**config.mk**
```make
export PLATFORM = sky130hd
export DESIGN_NAME = sram_cycle_ctrl
export DESIGN_NICKNAME = d
export VERILOG_FILES = /design/src/rtl/sram_cycle_ctrl.sv
export SDC_FILE = /design/constraint.sdc
export NUM_CORES = 1
export LEC_CHECK = 0
export BUFFER_PORTS_ARGS = -buffer_cell sky130_fd_sc_hd__buf_2
export CAP_MARGIN = 40
export CORE_MARGIN = 2
export CORE_UTILIZATION = 55
export CTS_CLUSTER_DIAMETER = 150
export CTS_CLUSTER_SIZE = 14
export DETAILED_ROUTE_END_ITERATION = 12
export MAX_ROUTING_LAYER = met4
export PLACE_DENSITY = 0.92
export REMOVE_ABC_BUFFERS = 1
export SKIP_LAST_GASP = 1
export SYNTH_ARGS = -nofsm -noshare
export SYNTH_HDL_FRONTEND = slang
export SYNTH_SLANG_ARGS = --single-unit
```
**constraint.sdc**
```tcl
create_clock -name clk -period 5.5 [get_ports clk]
set_clock_uncertainty 0.2 [all_clocks]
set_input_delay 1.1 -clock clk [delete_from_list [all_inputs] [get_ports clk]]
set_output_delay 1.1 -clock clk [all_outputs]
set_load 0.005 [all_outputs]
```
**src/rtl/sram_cycle_ctrl.sv**
```systemverilog
module sram_cycle_ctrl #(
  parameter int AW     = 11,
  parameter int DW     = 8,
  parameter int CLK_NS = 20,
  parameter int ASU_NS = 0,
  parameter int AH_NS  = 50,
  parameter int ACC_NS = 200,
  parameter int WP_NS  = 200,
  parameter int DS_NS  = 80,
  parameter int DH_NS  = 10,
  parameter int PRE_NS = 80,
  parameter int CYC_NS = 280
) (
  input  logic          clk,
  input  logic          rst_n,
  input  logic          req,
  output logic          ready,
  input  logic          wr,
  input  logic          burst,
  input  logic [AW-1:0] addr,
  input  logic [DW-1:0] wdata,
  output logic [DW-1:0] rdata,
  output logic          rd_valid,
  output logic          mem_ce_n,
  output logic          mem_oe_n,
  output logic          mem_we_n,
  output logic [AW-1:0] mem_addr,
  output logic [DW-1:0] mem_dq_out,
  input  logic [DW-1:0] mem_dq_in,
  output logic          mem_dq_oe
);

  function automatic int cdiv(input int ns);
    return (ns + CLK_NS - 1) / CLK_NS;
  endfunction

  function automatic int imax(input int a, input int b);
    return (a > b) ? a : b;
  endfunction

  localparam int ASU_C  = imax(1, cdiv(ASU_NS));
  localparam int AH_C   = imax(1, cdiv(AH_NS));
  localparam int RD_CE  = imax(AH_C + 2, cdiv(ACC_NS) + 1);
  localparam int WR_CE  = imax(AH_C + 2, imax(cdiv(WP_NS), cdiv(DS_NS)));
  localparam int DH_C   = imax(1, cdiv(DH_NS));
  localparam int PRE_B  = imax(cdiv(PRE_NS), DH_C);
  localparam int CYC_C  = cdiv(CYC_NS);
  localparam int PRE_RD = imax(PRE_B, CYC_C - ASU_C - RD_CE - 1);
  localparam int PRE_WR = imax(PRE_B, CYC_C - ASU_C - WR_CE - 1);
  localparam int RD_ACC = RD_CE - AH_C - 1;
  localparam int WR_ACC = WR_CE - AH_C - 1;
  localparam int CW     = $clog2(CYC_C + RD_CE + WR_CE + PRE_RD + PRE_WR + ASU_C + 2);

  typedef enum logic [2:0] {
    IDLE, ADDR_SETUP, CE_LOW_HOLD, ACCESS, CAPTURE, CE_HIGH_PRECHARGE
  } state_t;

  state_t          st;
  logic [CW-1:0]   cnt, dh_cnt;
  logic [AW-1:0]   addr_q;
  logic [DW-1:0]   wdata_q;
  logic            wr_q, hold_q, we_low, drv;

  wire ce_low = (st == CE_LOW_HOLD) || (st == ACCESS) || (st == CAPTURE);

  assign ready      = (st == IDLE);
  assign mem_ce_n   = !ce_low;
  assign mem_oe_n   = !(ce_low && !wr_q);
  assign mem_we_n   = !we_low;
  assign mem_addr   = addr_q;
  assign mem_dq_out = wdata_q;
  assign mem_dq_oe  = drv;

  always_ff @(posedge clk) begin
    if (!rst_n) begin
      st       <= IDLE;
      cnt      <= '0;
      dh_cnt   <= '0;
      addr_q   <= '0;
      wdata_q  <= '0;
      wr_q     <= 1'b0;
      hold_q   <= 1'b0;
      we_low   <= 1'b0;
      drv      <= 1'b0;
      rdata    <= '0;
      rd_valid <= 1'b0;
    end else begin
      rd_valid <= 1'b0;
      case (st)
        IDLE: if (req) begin
          st      <= ADDR_SETUP;
          cnt     <= CW'(ASU_C - 1);
          addr_q  <= addr;
          wdata_q <= wdata;
          wr_q    <= wr;
          hold_q  <= wr && burst;
          we_low  <= wr;
          drv     <= wr;
        end
        ADDR_SETUP:
          if (cnt == '0) begin
            st  <= CE_LOW_HOLD;
            cnt <= CW'(AH_C - 1);
          end else cnt <= cnt - 1'b1;
        CE_LOW_HOLD:
          if (cnt == '0) begin
            st  <= ACCESS;
            cnt <= wr_q ? CW'(WR_ACC - 1) : CW'(RD_ACC - 1);
          end else cnt <= cnt - 1'b1;
        ACCESS:
          if (cnt == '0) st <= CAPTURE;
          else cnt <= cnt - 1'b1;
        CAPTURE: begin
          st     <= CE_HIGH_PRECHARGE;
          cnt    <= wr_q ? CW'(PRE_WR - 1) : CW'(PRE_RD - 1);
          dh_cnt <= CW'(DH_C);
          if (!wr_q) begin
            rdata    <= mem_dq_in;
            rd_valid <= 1'b1;
          end
          if (!hold_q) we_low <= 1'b0;
        end
        CE_HIGH_PRECHARGE: begin
          if (dh_cnt != '0) begin
            dh_cnt <= dh_cnt - 1'b1;
            if (dh_cnt == CW'(1)) drv <= 1'b0;
          end
          if (cnt == '0) st <= IDLE;
          else cnt <= cnt - 1'b1;
        end
        default: st <= IDLE;
      endcase
    end
  end

  logic [CW-1:0] lo_run, hi_run;
  always_ff @(posedge clk) begin
    if (!rst_n) begin
      lo_run <= '0;
      hi_run <= CW'(PRE_B);
    end else begin
      lo_run <= mem_ce_n ? '0 : lo_run + 1'b1;
      hi_run <= !mem_ce_n ? '0 : ((hi_run < CW'(PRE_B)) ? hi_run + 1'b1 : hi_run);
    end
  end

  AST_READ_WE_HIGH: assert property (@(posedge clk) disable iff (!rst_n)
    !mem_oe_n |-> mem_we_n);
  AST_WRITE_OE_HIGH: assert property (@(posedge clk) disable iff (!rst_n)
    (!mem_we_n && !mem_ce_n) |-> mem_oe_n);
  AST_NO_CONTENTION: assert property (@(posedge clk) disable iff (!rst_n)
    mem_dq_oe |-> mem_oe_n);
  AST_PRECHARGE_MIN: assert property (@(posedge clk) disable iff (!rst_n)
    $fell(mem_ce_n) |-> ($past(hi_run) >= CW'(PRE_B - 1)));
  AST_CE_LOW_MIN: assert property (@(posedge clk) disable iff (!rst_n)
    $rose(mem_ce_n) |-> ($past(lo_run) >= CW'(imax(0, (RD_CE < WR_CE ? RD_CE : WR_CE) - 1))));
  AST_RDV_PULSE: assert property (@(posedge clk) disable iff (!rst_n)
    rd_valid |=> !rd_valid);
  AST_READY_CE_HIGH: assert property (@(posedge clk) disable iff (!rst_n)
    ready |-> mem_ce_n);
  AST_ADDR_STABLE: assert property (@(posedge clk) disable iff (!rst_n)
    (!mem_ce_n && $past(!mem_ce_n)) |-> $stable(mem_addr));

endmodule

```
* Yosys cells after proc, flatten, opt, wreduce, memory -nomap -nowiden
Cells that the tools add are included.
** Storage, ports and cells
- Bits in registers :: 47
- Latch bits :: 0
- Bits in writable memories :: 0
- ROM bits :: 0
- Output and inout port bits :: 33
- Word-level logic and storage cells :: 74
- Memories kept :: 0
** Cells by class
- Add/subtract/negate cells :: 2
- $mul :: 0
- Div/mod/pow operators :: 0
- $lt $le $gt $ge :: 0
- Equal/unequal tests :: 15
- Shifts and indexed selects :: 0
- Mux-type cells :: 21
- Bitwise logic cells :: 1
- Reductions and logical operators :: 24
** Operators by type and width (count)
- 6-bit 2-to-1 mux :: 5
- 6-bit case mux with 5 select lines :: 1
- 3-bit case mux with 6 select lines :: 1
- 3-bit 2-to-1 mux :: 5
- 2-bit inequality test, second input constant :: 7
- 6-bit case mux with 2 select lines :: 1
- 6-bit by 1-bit subtractor with 6-bit output, second input constant :: 2
- 2-bit AND reduction :: 4
- 3-bit by 2-bit equality test with 1-bit output, second input constant :: 2
- 3-bit equality test, second input constant :: 2
- 6-bit by 1-bit equality test with 1-bit output, second input constant :: 1
- 6-bit logical NOT :: 1
- 3-bit AND reduction :: 2
- 2-bit nonzero test :: 3
- 6-bit nonzero test :: 1
- 1-bit 2-to-1 mux :: 5
- 5-bit AND reduction :: 1
- 5-bit nonzero test :: 1
- 1-bit logical NOT :: 4
- 2-bit by 1-bit inequality test with 1-bit output, second input constant :: 2
- 1-bit case mux with 2 select lines :: 2
- 4-bit AND reduction :: 1
- 3-bit by 1-bit equality test with 1-bit output, second input constant :: 1
- 3-bit logical NOT :: 1
- 5 further kinds :: 7

* Longest topological paths before layout
Gate-level depths: netlist of run 1.
- Depth after elaboration :: 5
- Gate-level depth with buffers :: 7
- Depth with buffers taken out :: 6

* Worst setup path before layout of run 1
No wires, ideal clock.
- Path kind :: register -> output
- From :: register st[2]
- To :: output mem_oe_n
- Arrival time :: 1.193 ns
- Setup slack :: 3.007 ns
- Cell stages (with the launch flop) :: 5
- Path buffers :: 1
- Path through :: dfxtp_1 > or3b_1 > clkbuf_1 > a21boi_1 > or2_1
** Between the ends
- Longest elaborated chain between the ends :: 5
** RTL lines
- start, declared :: line 58 : state_t st;
- start signal, assigned :: line 76 : st <= IDLE;
- start signal, assigned :: line 91 : st <= ADDR_SETUP;
- start signal, assigned :: line 102 : st <= CE_LOW_HOLD;
- 3-bit by 2-bit equality test with 1-bit output :: line 64 : wire ce_low = (st == CE_LOW_HOLD) || (st == ACCESS) || (st == CAPTURE);
- 1-bit logical OR :: line 64
- 1-bit logical OR * :: line 64
- 1-bit logical AND * :: line 68 : assign mem_oe_n = !(ce_low && !wr_q);
- 1-bit logical NOT * :: line 68
- end, declared :: line 25 : output logic mem_oe_n,
Mark *: on every way between the ends. The rest lies on a longest branch, timed or not.

* Worst setup path after layout of run 1
- From :: register st[0]
- To :: output mem_oe_n
The elaborated chain is that of the path after synthesis.

==> flow_summary.json, run 1 <==
{
  "cts_num_sinks": 47,
  "floorplan.core_area_mm2": 0.00397,
  "synth_seq_cells": 47,
  "combined_area_of_all_synthesized_cells_mm2": 0.00224,
  "initial_core_util_pct": 56.4,
  "ios": 65,
  "syn2layout_area_growth_pct": 17.7,
  "synthesis.yosys.warnings": 0,
  "worstPathArrival_ns": 1.95,
  "post-cts-setup-buffer-count": 0,
  "report.final.setup_viol": 0,
  "finalWirelength_mm": 5.09,
  "timing.hold.worst.class": "reg2reg",
  "timing.final.max_slew_violations": 0,
  "dieHeight_um": 67.8,
  "cts.path.max_buffers": 2,
  "fin_util_pct": 66.3,
  "power-per-cell-area_mw_per_mm2": 423,
  "power.ir.vdd_worst_mv": 0.200,
  "diodes": 0,
  "final_layout_size_suffix_gt1_share_pct": 25.1,
  "clkSlewWorstSetupHoldPaths_ns": 0.08,
  "io_buffers": 64,
  "synth.avg_cell_area_um2": 8.54,
  "maxCapViolations": 0,
  "cts.hold.buffers_added": 0,
  "path_class": "reg2out",
  "final_antenna_net_count": 0,
  "max_clock_freq_mhz": 308,
  "gp_congestion": 0.834,
  "htreeDepth": 2,
  "run_status": "finished clean",
  "grt_first_pass_wirelength_mm": 8.32,
  "final_cycle_utilization_of_the_critical_path_pct": 59.0,
  "grt_pass1_vias": 1879,
  "final_hold_viol_count": 0,
  "synth-edff-count": 0,
  "wire_per_inst_um": 13.8,
  "synth_sequential_area_ratio_pct": 42.0,
  "kind_of_launch_point_of_the_worst_setup_path": "register",
  "period_needed_ns": 3.25,
  "nNetsFinal": 354,
  "asyncSetResetFlopFracSynth_pct": 0,
  "timing.critical_path.required_ns": 4.20,
  "totalNegativeSetupSlack_ns": 0,
  "ctsRootBufferMaster": "sky130_fd_sc_hd__clkbuf_8",
  "floorplan.rows": 23,
  "cts-resized-gates": 0,
  "route.detailed.drc": 0,
  "syn_inst": 262,
  "num_vias": 2047,
  "pin_count_of_the_biggest_net_entering_global_routing": 44,
  "number_of_buffers_created_by_cts": 5,
  "tritoncts": "yes",
  "firstDrtPassIters": 5,
  "critical_path_fanout_max": 22,
  "grt_use_total_pct": 24.5,
  "die_area_mm2": 0.00460,
  "endpoint_kind": "output port",
  "avgViaCountPerCell": 5.55,
  "synth_cell_type_count": 52,
  "later_pin_clock_latency_in_the_skew_report_ns": 0.30,
  "rsz0062_at_grt": "no",
  "place_hpwl_mm": 3.48,
  "detail_route.iter0.violations": 132,
  "yosys_most_used_dff": "sky130_fd_sc_hd__dfxtp_1",
  "worst_slew_pin_slew_ns": 0.784,
  "antenna_found_initial": 0,
  "power.static_leakage_nw": 1.15,
  "gr-total-overflow": 0,
  "fillers": 316,
  "die_w_um": 67.8,
  "max-slew-margin-rel_pct": 47.3
}
-- synth_stat cells, types with 2 or more instances --
master,count,area (µm²)
sky130_fd_sc_hd__nand3_1,4,20.0
sky130_fd_sc_hd__xnor2_1,4,35.0
sky130_fd_sc_hd__nor4_1,3,18.8
sky130_fd_sc_hd__a21oi_1,4,20.0
sky130_fd_sc_hd__o311ai_0,2,17.5
sky130_fd_sc_hd__xor2_1,2,17.5
sky130_fd_sc_hd__or3_1,3,18.8
sky130_fd_sc_hd__or2_1,2,12.5
sky130_fd_sc_hd__nor2_1,7,26.3
sky130_fd_sc_hd__dfxtp_1,47,941
sky130_fd_sc_hd__and2_1,5,31.3
sky130_fd_sc_hd__ha_1,4,50.1
sky130_fd_sc_hd__and3_1,3,18.8
sky130_fd_sc_hd__buf_2,4,20.0
sky130_fd_sc_hd__nand2_1,70,263
sky130_fd_sc_hd__nor3_1,2,10.0
sky130_fd_sc_hd__a211o_1,2,17.5
sky130_fd_sc_hd__inv_1,7,26.3
sky130_fd_sc_hd__mux2i_1,3,30.0
sky130_fd_sc_hd__o211ai_1,3,22.5
sky130_fd_sc_hd__clkbuf_1,9,33.8
sky130_fd_sc_hd__a21boi_1,32,240
sky130_fd_sc_hd__nor2b_1,2,12.5
sky130_fd_sc_hd__nand4_1,2,12.5
sky130_fd_sc_hd__a311oi_1,4,35.0
sky130_fd_sc_hd__o31ai_2,2,25.0
sky130_fd_sc_hd__nand3b_1,3,22.5
sky130_fd_sc_hd__o21ai_0,3,15.0
-- final cells by class --
cell class	count	area, µm²	share of cell area [%]
inverter	7	26.3	0.998
tap	50	62.6	2.38
sequential	47	941	35.7
multi-input combinational	192	1190	45.4
timing repair buffer	65	324	12.3
clock buffer	6	72.6	2.76
clock inverter	2	12.5	0.475
-- cells by family (layout without fill, tap and decap cells) --
kind of cell	after synthesis	in the layout	share of synthesized area (%)
simple gates	117	117	25.6
compound gates	62	62	21.9
flops	47	47	42.0
buf+inv	23	80	4.58
xor+xnor	6	6	2.35
fa+ha+maj	4	4	2.24
mux	3	3	1.34
-- sequential cells by signal, summed over array words and instances (netlist names) --
name	flops
dh_cnt	6
rd_valid	1
mem_dq_out	8
wr_q	1
cnt	6
st	3
rdata	8
we_low	1
mem_dq_oe	1
hold_q	1
mem_addr	11
-- path summary, 6_finish.rpt --
path             from        to  slack [ns]  cells past startpoint
min reg2reg  rdata[4]  rdata[4]        0.25                      2
min          rdata[4]  rdata[4]        0.25                      2
max reg2reg     st[0]    we_low        3.09                      4
max             st[0]  mem_oe_n        2.25                      4
-- layout by cell type, fill, tap and decap left out, types with 5 or more instances in the layout --
| cell type | synthesis | final |
|---|---|---|
| sky130_fd_sc_hd__and2_1 | 5 | 5 |
| sky130_fd_sc_hd__clkbuf_8 | 0 | 5 |
| sky130_fd_sc_hd__a21boi_1 | 32 | 32 |
| sky130_fd_sc_hd__buf_2 | 4 | 64 |
| sky130_fd_sc_hd__nor2_1 | 7 | 7 |
| sky130_fd_sc_hd__inv_1 | 7 | 7 |
| sky130_fd_sc_hd__nand2_1 | 70 | 70 |
| sky130_fd_sc_hd__dfxtp_1 | 47 | 47 |
-- metal layers --
layer  track usage (%)  part of all wire [%]  vias up
met4              7.25                   1.1        0
met2              37.7                    48       93
met1              31.4                    42      925
li1                  -                     -     1022
met3              7.00                   8.6        7
met5                 -                     0        -
-- stage by stage --
step	cells	area (µm²)	hold WS (ns)	total power [W]	worst slack [ns]
floorplan	246	2160	0.231	0.000766	2.86
CTS	369	2630	0.254	0.00111	2.28
global route	369	2630	0.270	0.00119	2.18
finish	369	2630	0.255	0.00112	2.25
global placement	360	2540	0.237	0.000886	2.67
detailed placement	361	2550	0.242	0.000903	2.63
-- worst max-delay path, cell delays in order, from the launching register on --
cell	delay (ns)
sky130_fd_sc_hd__dfxtp_1	0.54
sky130_fd_sc_hd__or3b_1	0.56
sky130_fd_sc_hd__a21boi_1	0.19
sky130_fd_sc_hd__or2_1	0.23
sky130_fd_sc_hd__buf_2	0.12
-- power breakdown --
part	total, W	leakage, nW	internal, W	switching (W)
clock	0.000206	0.0412	0.0000890	0.000117
sequential	0.000475	0.383	0.000400	0.0000749
combinational	0.000434	0.722	0.000189	0.000246
Power figures use the tool's default switching activity.
==> run 2: changes to the inputs <==
--- a/config.mk
+++ b/config.mk
@@ -8,12 +8,12 @@
 export BUFFER_PORTS_ARGS = -buffer_cell sky130_fd_sc_hd__buf_2
 export CAP_MARGIN = 40
 export CORE_MARGIN = 2
-export CORE_UTILIZATION = 55
+export CORE_UTILIZATION = 51
 export CTS_CLUSTER_DIAMETER = 150
 export CTS_CLUSTER_SIZE = 14
 export DETAILED_ROUTE_END_ITERATION = 12
 export MAX_ROUTING_LAYER = met4
-export PLACE_DENSITY = 0.92
+export PLACE_DENSITY = 0.87
 export REMOVE_ABC_BUFFERS = 1
 export SKIP_LAST_GASP = 1
 export SYNTH_ARGS = -nofsm -noshare
==> constraint.sdc (replaced) <==
create_clock -name clk -period 3.25 [get_ports clk]
set_clock_uncertainty 0.2 [all_clocks]
set_input_delay 0.65 -clock clk [delete_from_list [all_inputs] [get_ports clk]]
set_output_delay 0.65 -clock clk [all_outputs]
set_load 0.005 [all_outputs]
==> run 2 against run 1 <==
Against the previous run: clock power up 110%; global-route usage down 2.8 points; core utilization down 3.8 points; combinational power up 72%; die area up 7.4%; total power up 75%; cell count up 1.1%; via count down 2.0%; worst setup slack worse by 1.7 ns; sequential power up 66%; count of clock-buffer cells in the layout down 1; first-iteration DRC count up 23%; largest cell class unchanged.
==> flow_summary.json, run 2 (synthesized netlist as in run 1, its figures left out) <==
{
  "post-place-cells": 365,
  "cts-resized-gates": 0,
  "gr-total-overflow": 0,
  "place_worst_setup_slack_ns": 0.847,
  "final_hold_viol_count": 0,
  "final_critical_path_setup_slack_ns": 0.521,
  "worstPathArrival_ns": 1.88,
  "firstDrtPassIters": 4,
  "largest_register_ffs": 11,
  "route.top_layer_used": "met4",
  "cpLargestDelayFamily": "simple AND/OR/NAND/NOR gates",
  "final_layout_size_suffix_gt1_share_pct": 26.2,
  "rsz0062_at_grt": "no",
  "grt_first_pass_wirelength_mm": 8.51,
  "setup.reg_to_reg.worst_slack_ns": 0.92,
  "r2r_start": "st[0]",
  "ctsRootBufferMaster": "sky130_fd_sc_hd__clkbuf_8",
  "internal_power_w": 0.00123,
  "timing.critical_path.required_ns": 2.40,
  "run_status": "finished clean",
  "endpoint_kind": "output port",
  "tritoncts": "yes",
  "clkSlewWorstSetupHoldPaths_ns": 0.08,
  "hold-path-endpoint": "rdata[0]",
  "worstHoldPathCells": 2,
  "place_hpwl_mm": 3.50,
  "power.static_leakage_nw": 1.18,
  "die_area_mm2": 0.00494,
  "power-per-cell-area_mw_per_mm2": 729,
  "crit_slowest_cell": "sky130_fd_sc_hd__dfxtp_1",
  "totalNegativeSetupSlack_ns": 0,
  "cells_traversed_along_the_worst_timing_path": "or3b_1, a21boi_1, or2_1, buf_2",
  "dr_wl_met3_um": 225,
  "later_pin_clock_latency_in_the_skew_report_ns": 0.29,
  "timing.hold.worst.class": "reg2reg",
  "crit-reg2reg-capture": "wr_q",
  "floorplan.core_area_mm2": 0.00429,
  "post-cts-setup-buffer-count": 0,
  "cts.path.max_buffers": 2,
  "ios": 65,
  "number_of_buffers_created_by_cts": 5,
  "seq_power_share_pct": 40.3,
  "syn2layout_area_growth_pct": 19.8,
  "die_w_um": 70.3,
  "gp_congestion": 0.869,
  "max-slew-margin-rel_pct": 50.6,
  "antenna_found_initial": 0,
  "wire_per_inst_um": 13.1,
  "cts.hold.buffers_added": 0,
  "pin_count_of_the_biggest_net_entering_global_routing": 35,
  "p_sw_w": 0.000722,
  "avgViaCountPerCell": 5.38,
  "floorplan.rows": 24,
  "detail_route.iter0.violations": 163,
  "finalWirelength_mm": 4.89,
  "critical_path_fanout_max": 14,
  "hold_path.startpoint": "rdata[0]",
  "power_w": 0.00196,
  "dieHeight_um": 70.3,
  "share_of_power_burned_in_the_clock_network_pct": 21.6,
  "num_vias": 2007,
  "kind_of_launch_point_of_the_worst_setup_path": "register",
  "path_class": "reg2out",
  "routed_length_on_met1_mm": 2.21,
  "nNetsFinal": 356,
  "final_antenna_net_count": 0,
  "io_buffers": 64,
  "maxCapViolations": 0,
  "max_clock_freq_mhz": 366,
  "max_stage_delay_ns": 0.57,
  "initial_core_util_pct": 52.1,
  "report.final.setup_viol": 0,
  "worst_slew_pin_slew_ns": 0.733,
  "pwr-share-comb_pct": 38.1,
  "crit_cells": 4,
  "met2WireLength_mm": 2.38,
  "route.detailed.drc": 0,
  "htreeDepth": 2,
  "power.ir.vdd_worst_mv": 0.440,
  "layout.cells.non_filler": 373,
  "final_cycle_utilization_of_the_critical_path_pct": 84.0,
  "reg2regPathDepth": 5,
  "grt_use_total_pct": 21.8,
  "cp.buffers_inverters": 1,
  "period_needed_ns": 2.73,
  "layout_commonest_cell": "sky130_fd_sc_hd__nand2_1",
  "leading_cell_types_in_the_layout_fill_and_taps_excluded": "sky130_fd_sc_hd__nand2_1 (70), sky130_fd_sc_hd__buf_2 (64), sky130_fd_sc_hd__dfxtp_1 (47), sky130_fd_sc_hd__a21boi_1 (32)",
  "timing.final.max_slew_violations": 0,
  "power_switching_share_pct": 36.9,
  "grt_pass1_vias": 1953,
  "diodes": 0,
  "holdWs_ns": 0.255,
  "cts_num_sinks": 47
}
-- run 2: changes by cell type in the layout (fill, tap and decap cells not counted), sizes merged --
| cell | before | now |
|---|---|---|
| clkinv | 1 | 2 |
| buf | 65 | 67 |
| bufinv | 0 | 1 |
| clkinvlp | 1 | 0 |
| clkbuf | 6 | 5 |
-- run 2: power by group through the flow --
stage	clock network, W	registers, W	logic [W]
3_5_place_dp	0	0.000797	0.000742
3_3_place_gp	0	0.000793	0.000733
6_report	0.000423	0.000787	0.000746
4_1_cts	0.000435	0.000785	0.000746
5_1_grt	0.000458	0.000803	0.000845
2_1_floorplan	0	0.000790	0.000507
-- run 2: how the worst max path moves through the flow --
stage	from	to
after CTS	st[2]	mem_oe_n
after floorplan	st[0]	mem_oe_n
after global routing	st[2]	mem_oe_n
final	st[2]	mem_oe_n
after global placement	st[2]	mem_oe_n
after detailed placement	st[2]	mem_oe_n
-- run 2: cell type report --
type | count | area (µm²)
Sequential cell | 47 | 941
Timing Repair Buffer | 67 | 343
Tap cell | 52 | 65.1
Clock inverter | 3 | 43.8
Clock buffer | 5 | 68.8
Inverter | 7 | 26.3
Multi-Input combinational cell | 192 | 1190
Fill cell | 375 | 1610
-- run 2: worst reg2reg max path, cell delays in order, from the launching register on --
cell,delay (ns)
sky130_fd_sc_hd__dfxtp_1,0.42
sky130_fd_sc_hd__buf_4,0.23
sky130_fd_sc_hd__nor3_1,0.41
sky130_fd_sc_hd__and2_1,0.66
sky130_fd_sc_hd__nand2_1,0.20
sky130_fd_sc_hd__a21boi_1,0.15
-- run 2: layer usage --
layer / GRT usage (%) / up-vias
met3: 5.05 / 9
met4: 8.55 / 0
met5: - / -
li1: - / 1034
met1: 26.8 / 907
met2: 34.6 / 57
-- run 2: stage by stage --
stage / util, % / instance area [µm²]
6_report: 62.5 / 2680
5_1_grt: 62.5 / 2680
4_1_cts: 62.5 / 2680
3_5_place_dp: 59.8 / 2570
3_3_place_gp: 59.8 / 2570
2_1_floorplan: - / 2160
==> run 3: changes to the inputs <==
--- a/config.mk
+++ b/config.mk
@@ -5,6 +5,7 @@
 export SDC_FILE = /design/constraint.sdc
 export NUM_CORES = 1
 export LEC_CHECK = 0
+export ABC_AREA = 1
 export BUFFER_PORTS_ARGS = -buffer_cell sky130_fd_sc_hd__buf_2
 export CAP_MARGIN = 40
 export CORE_MARGIN = 2
==> constraint.sdc (replaced) <==
create_clock -name clk -period 2.85 [get_ports clk]
set_clock_uncertainty 0.2 [all_clocks]
set_input_delay 0.57 -clock clk [delete_from_list [all_inputs] [get_ports clk]]
set_output_delay 0.57 -clock clk [all_outputs]
set_load 0.005 [all_outputs]
==> run 3 against run 2 <==
Against the previous run: global-route usage increased by 0.84 points; non-clock buffer count decreased by 2; routed wire length decreased by 2.8%; die area decreased by 4.5%; count of clock-buffer cells in the layout unchanged; first-iteration DRC count decreased by 29%; core utilization increased by 2.1 points; via count increased by 3.6%; sequential cell count unchanged; register-to-register slack improved by 0.15 ns; largest cell class unchanged; largest power group is now combinational cells; highest routed layer unchanged.
==> flow_summary.json, run 3 <==
{
  "run_status": "finished clean",
  "timing.hold.worst.class": "reg2reg",
  "cts-resized-gates": 0,
  "post-cts-setup-buffer-count": 0,
  "fin_util_pct": 64.5,
  "asyncSetResetFlopFracSynth_pct": 0,
  "power.static_leakage_nw": 1.22,
  "max-slew-margin-rel_pct": 63.9,
  "antenna_found_initial": 0,
  "cts.path.max_buffers": 2,
  "wire_per_inst_um": 11.7,
  "fillers": 343,
  "htreeDepth": 2,
  "timing.critical_path.required_ns": 2.08,
  "grt_pass1_vias": 1877,
  "power.ir.vdd_worst_mv": 0.475,
  "cts.hold.buffers_added": 0,
  "path_class": "reg2out",
  "final_cycle_utilization_of_the_critical_path_pct": 83.6,
  "diodes": 0,
  "ys_top_cells_by_area": "sky130_fd_sc_hd__dfxtp_1 (44%), sky130_fd_sc_hd__nand2_1 (15%), sky130_fd_sc_hd__a21oi_1 (10%), sky130_fd_sc_hd__nand3_1 (4.7%), sky130_fd_sc_hd__nor2_1 (4.6%)",
  "synth_top_cell_by_area": "sky130_fd_sc_hd__dfxtp_1",
  "ys_top_cells_by_count": "sky130_fd_sc_hd__nand2_1 (87), sky130_fd_sc_hd__dfxtp_1 (47), sky130_fd_sc_hd__a21oi_1 (43)",
  "worst_slew_pin_slew_ns": 0.540,
  "dieHeight_um": 68.7,
  "initial_core_util_pct": 53.3,
  "synth_top_cell_area_share_pct": 44.1,
  "final_antenna_net_count": 0,
  "ios": 65,
  "timing.final.max_slew_violations": 0,
  "worstPathArrival_ns": 1.61,
  "detail_route.iter0.violations": 116,
  "synth_sequential_area_ratio_pct": 44.1,
  "report.final.setup_viol": 0,
  "place_hpwl_mm": 3.43,
  "gr-total-overflow": 0,
  "die_w_um": 68.7,
  "grt_use_total_pct": 22.6,
  "floorplan.rows": 23,
  "ctsRootBufferMaster": "sky130_fd_sc_hd__clkbuf_8",
  "max_clock_freq_mhz": 420,
  "rsz0062_at_grt": "no",
  "synth_cell_type_count": 32,
  "gp_congestion": 0.957,
  "synthesis.yosys.warnings": 0,
  "final_hold_viol_count": 0,
  "final_design_area_no_fill_mm2": 0.00258,
  "cts_num_sinks": 47,
  "io_buffers": 64,
  "leading_cell_types_in_the_layout_fill_and_taps_excluded": "sky130_fd_sc_hd__nand2_1 (87), sky130_fd_sc_hd__buf_2 (64), sky130_fd_sc_hd__dfxtp_1 (47), sky130_fd_sc_hd__a21oi_1 (43), sky130_fd_sc_hd__nor2_1 (26)",
  "avgViaCountPerCell": 5.10,
  "largest_register_ffs": 11,
  "pin_count_of_the_biggest_net_entering_global_routing": 26,
  "synth.avg_cell_area_um2": 7.25,
  "layout_commonest_cell": "sky130_fd_sc_hd__nand2_1",
  "finalWirelength_mm": 4.76,
  "yosys_most_used_dff": "sky130_fd_sc_hd__dfxtp_1",
  "firstDrtPassIters": 6,
  "floorplan.core_area_mm2": 0.00400,
  "period_needed_ns": 2.38,
  "syn2layout_area_growth_pct": 21.1,
  "num_vias": 2079,
  "tritoncts": "yes",
  "nNetsFinal": 394,
  "synth_most_common_cell": "sky130_fd_sc_hd__nand2_1",
  "synth_seq_cells": 47,
  "power-per-cell-area_mw_per_mm2": 1060,
  "number_of_buffers_created_by_cts": 5,
  "maxCapViolations": 0,
  "route.detailed.drc": 0,
  "totalNegativeSetupSlack_ns": 0,
  "syn_inst": 294,
  "grt_first_pass_wirelength_mm": 7.86,
  "clkSlewWorstSetupHoldPaths_ns": 0.09,
  "synth-edff-count": 0,
  "endpoint_kind": "output port",
  "placed_area_mm2": 0.00247,
  "final_layout_size_suffix_gt1_share_pct": 24.6,
  "later_pin_clock_latency_in_the_skew_report_ns": 0.29,
  "power_w": 0.00274,
  "combined_area_of_all_synthesized_cells_mm2": 0.00213,
  "critical_path_fanout_max": 12,
  "die_area_mm2": 0.00471,
  "kind_of_launch_point_of_the_worst_setup_path": "register"
}
run 3: critical path: stages (launching register included):
cell and delay, ns:
sky130_fd_sc_hd__dfxtp_1 0.39, sky130_fd_sc_hd__nor2_2 0.16, sky130_fd_sc_hd__inv_2 0.08, sky130_fd_sc_hd__nor2_4 0.24, sky130_fd_sc_hd__inv_2 0.12, sky130_fd_sc_hd__nand2_1 0.12
sky130_fd_sc_hd__o21ai_0 0.08, sky130_fd_sc_hd__buf_2 0.13
run 3: layout make-up:
type	instances	area, µm²	area share (%)
multi-input combinational	212	1040	40.2
sequential	47	941	36.5
timing repair buffer	65	328	12.7
inverter	27	106	4.12
clock buffer	5	68.8	2.67
tap	50	62.6	2.42
clock inverter	2	37.5	1.45
run 3: cells by family after synthesis:
group	after synthesis	share of synthesized area, %
buffers and inverters	35	7.22
adders and majority gates	4	2.35
DFF	47	44.1
xor gates and xnor gates	2	0.822
AOI/OAI and AO/OA	53	13.1
and+or+nand+nor	153	32.4
run 3: stage by stage:
step / setup slack (ns) / hold WS (ns) / instances
2_1_floorplan: 1.03 / 0.245 / 286
3_3_place_gp: 0.826 / 0.249 / 401
3_5_place_dp: 0.807 / 0.254 / 401
4_1_cts: 0.485 / 0.268 / 408
5_1_grt: 0.314 / 0.287 / 408
6_report: 0.467 / 0.266 / 408
run 3: report_power, final:
part           switching [W]  leakage, nW  total, W  internal, W
logic               0.000840        0.785   0.00132     0.000477
registers           0.000128        0.384  0.000943     0.000816
clock network       0.000222       0.0502  0.000479     0.000257
run 3: routing by layer:
metal / GRT usage, % / vias up / wire [µm]
met1: 28.4 / 933 / 2160
li1: - / 1069 / -
met3: 5.03 / 10 / 319
met2: 34.9 / 67 / 2180
met4: 10.0 / 0 / 95
met5: - / - / 0
run 3: worst paths after layout:
check,depth (start not counted),to,slack (ns),from
max,7,mem_oe_n,0.47,st[0]
min,2,rdata[7],0.27,rdata[7]
max reg2reg,7,mem_dq_oe,1.07,st[0]
min reg2reg,2,rdata[7],0.27,rdata[7]
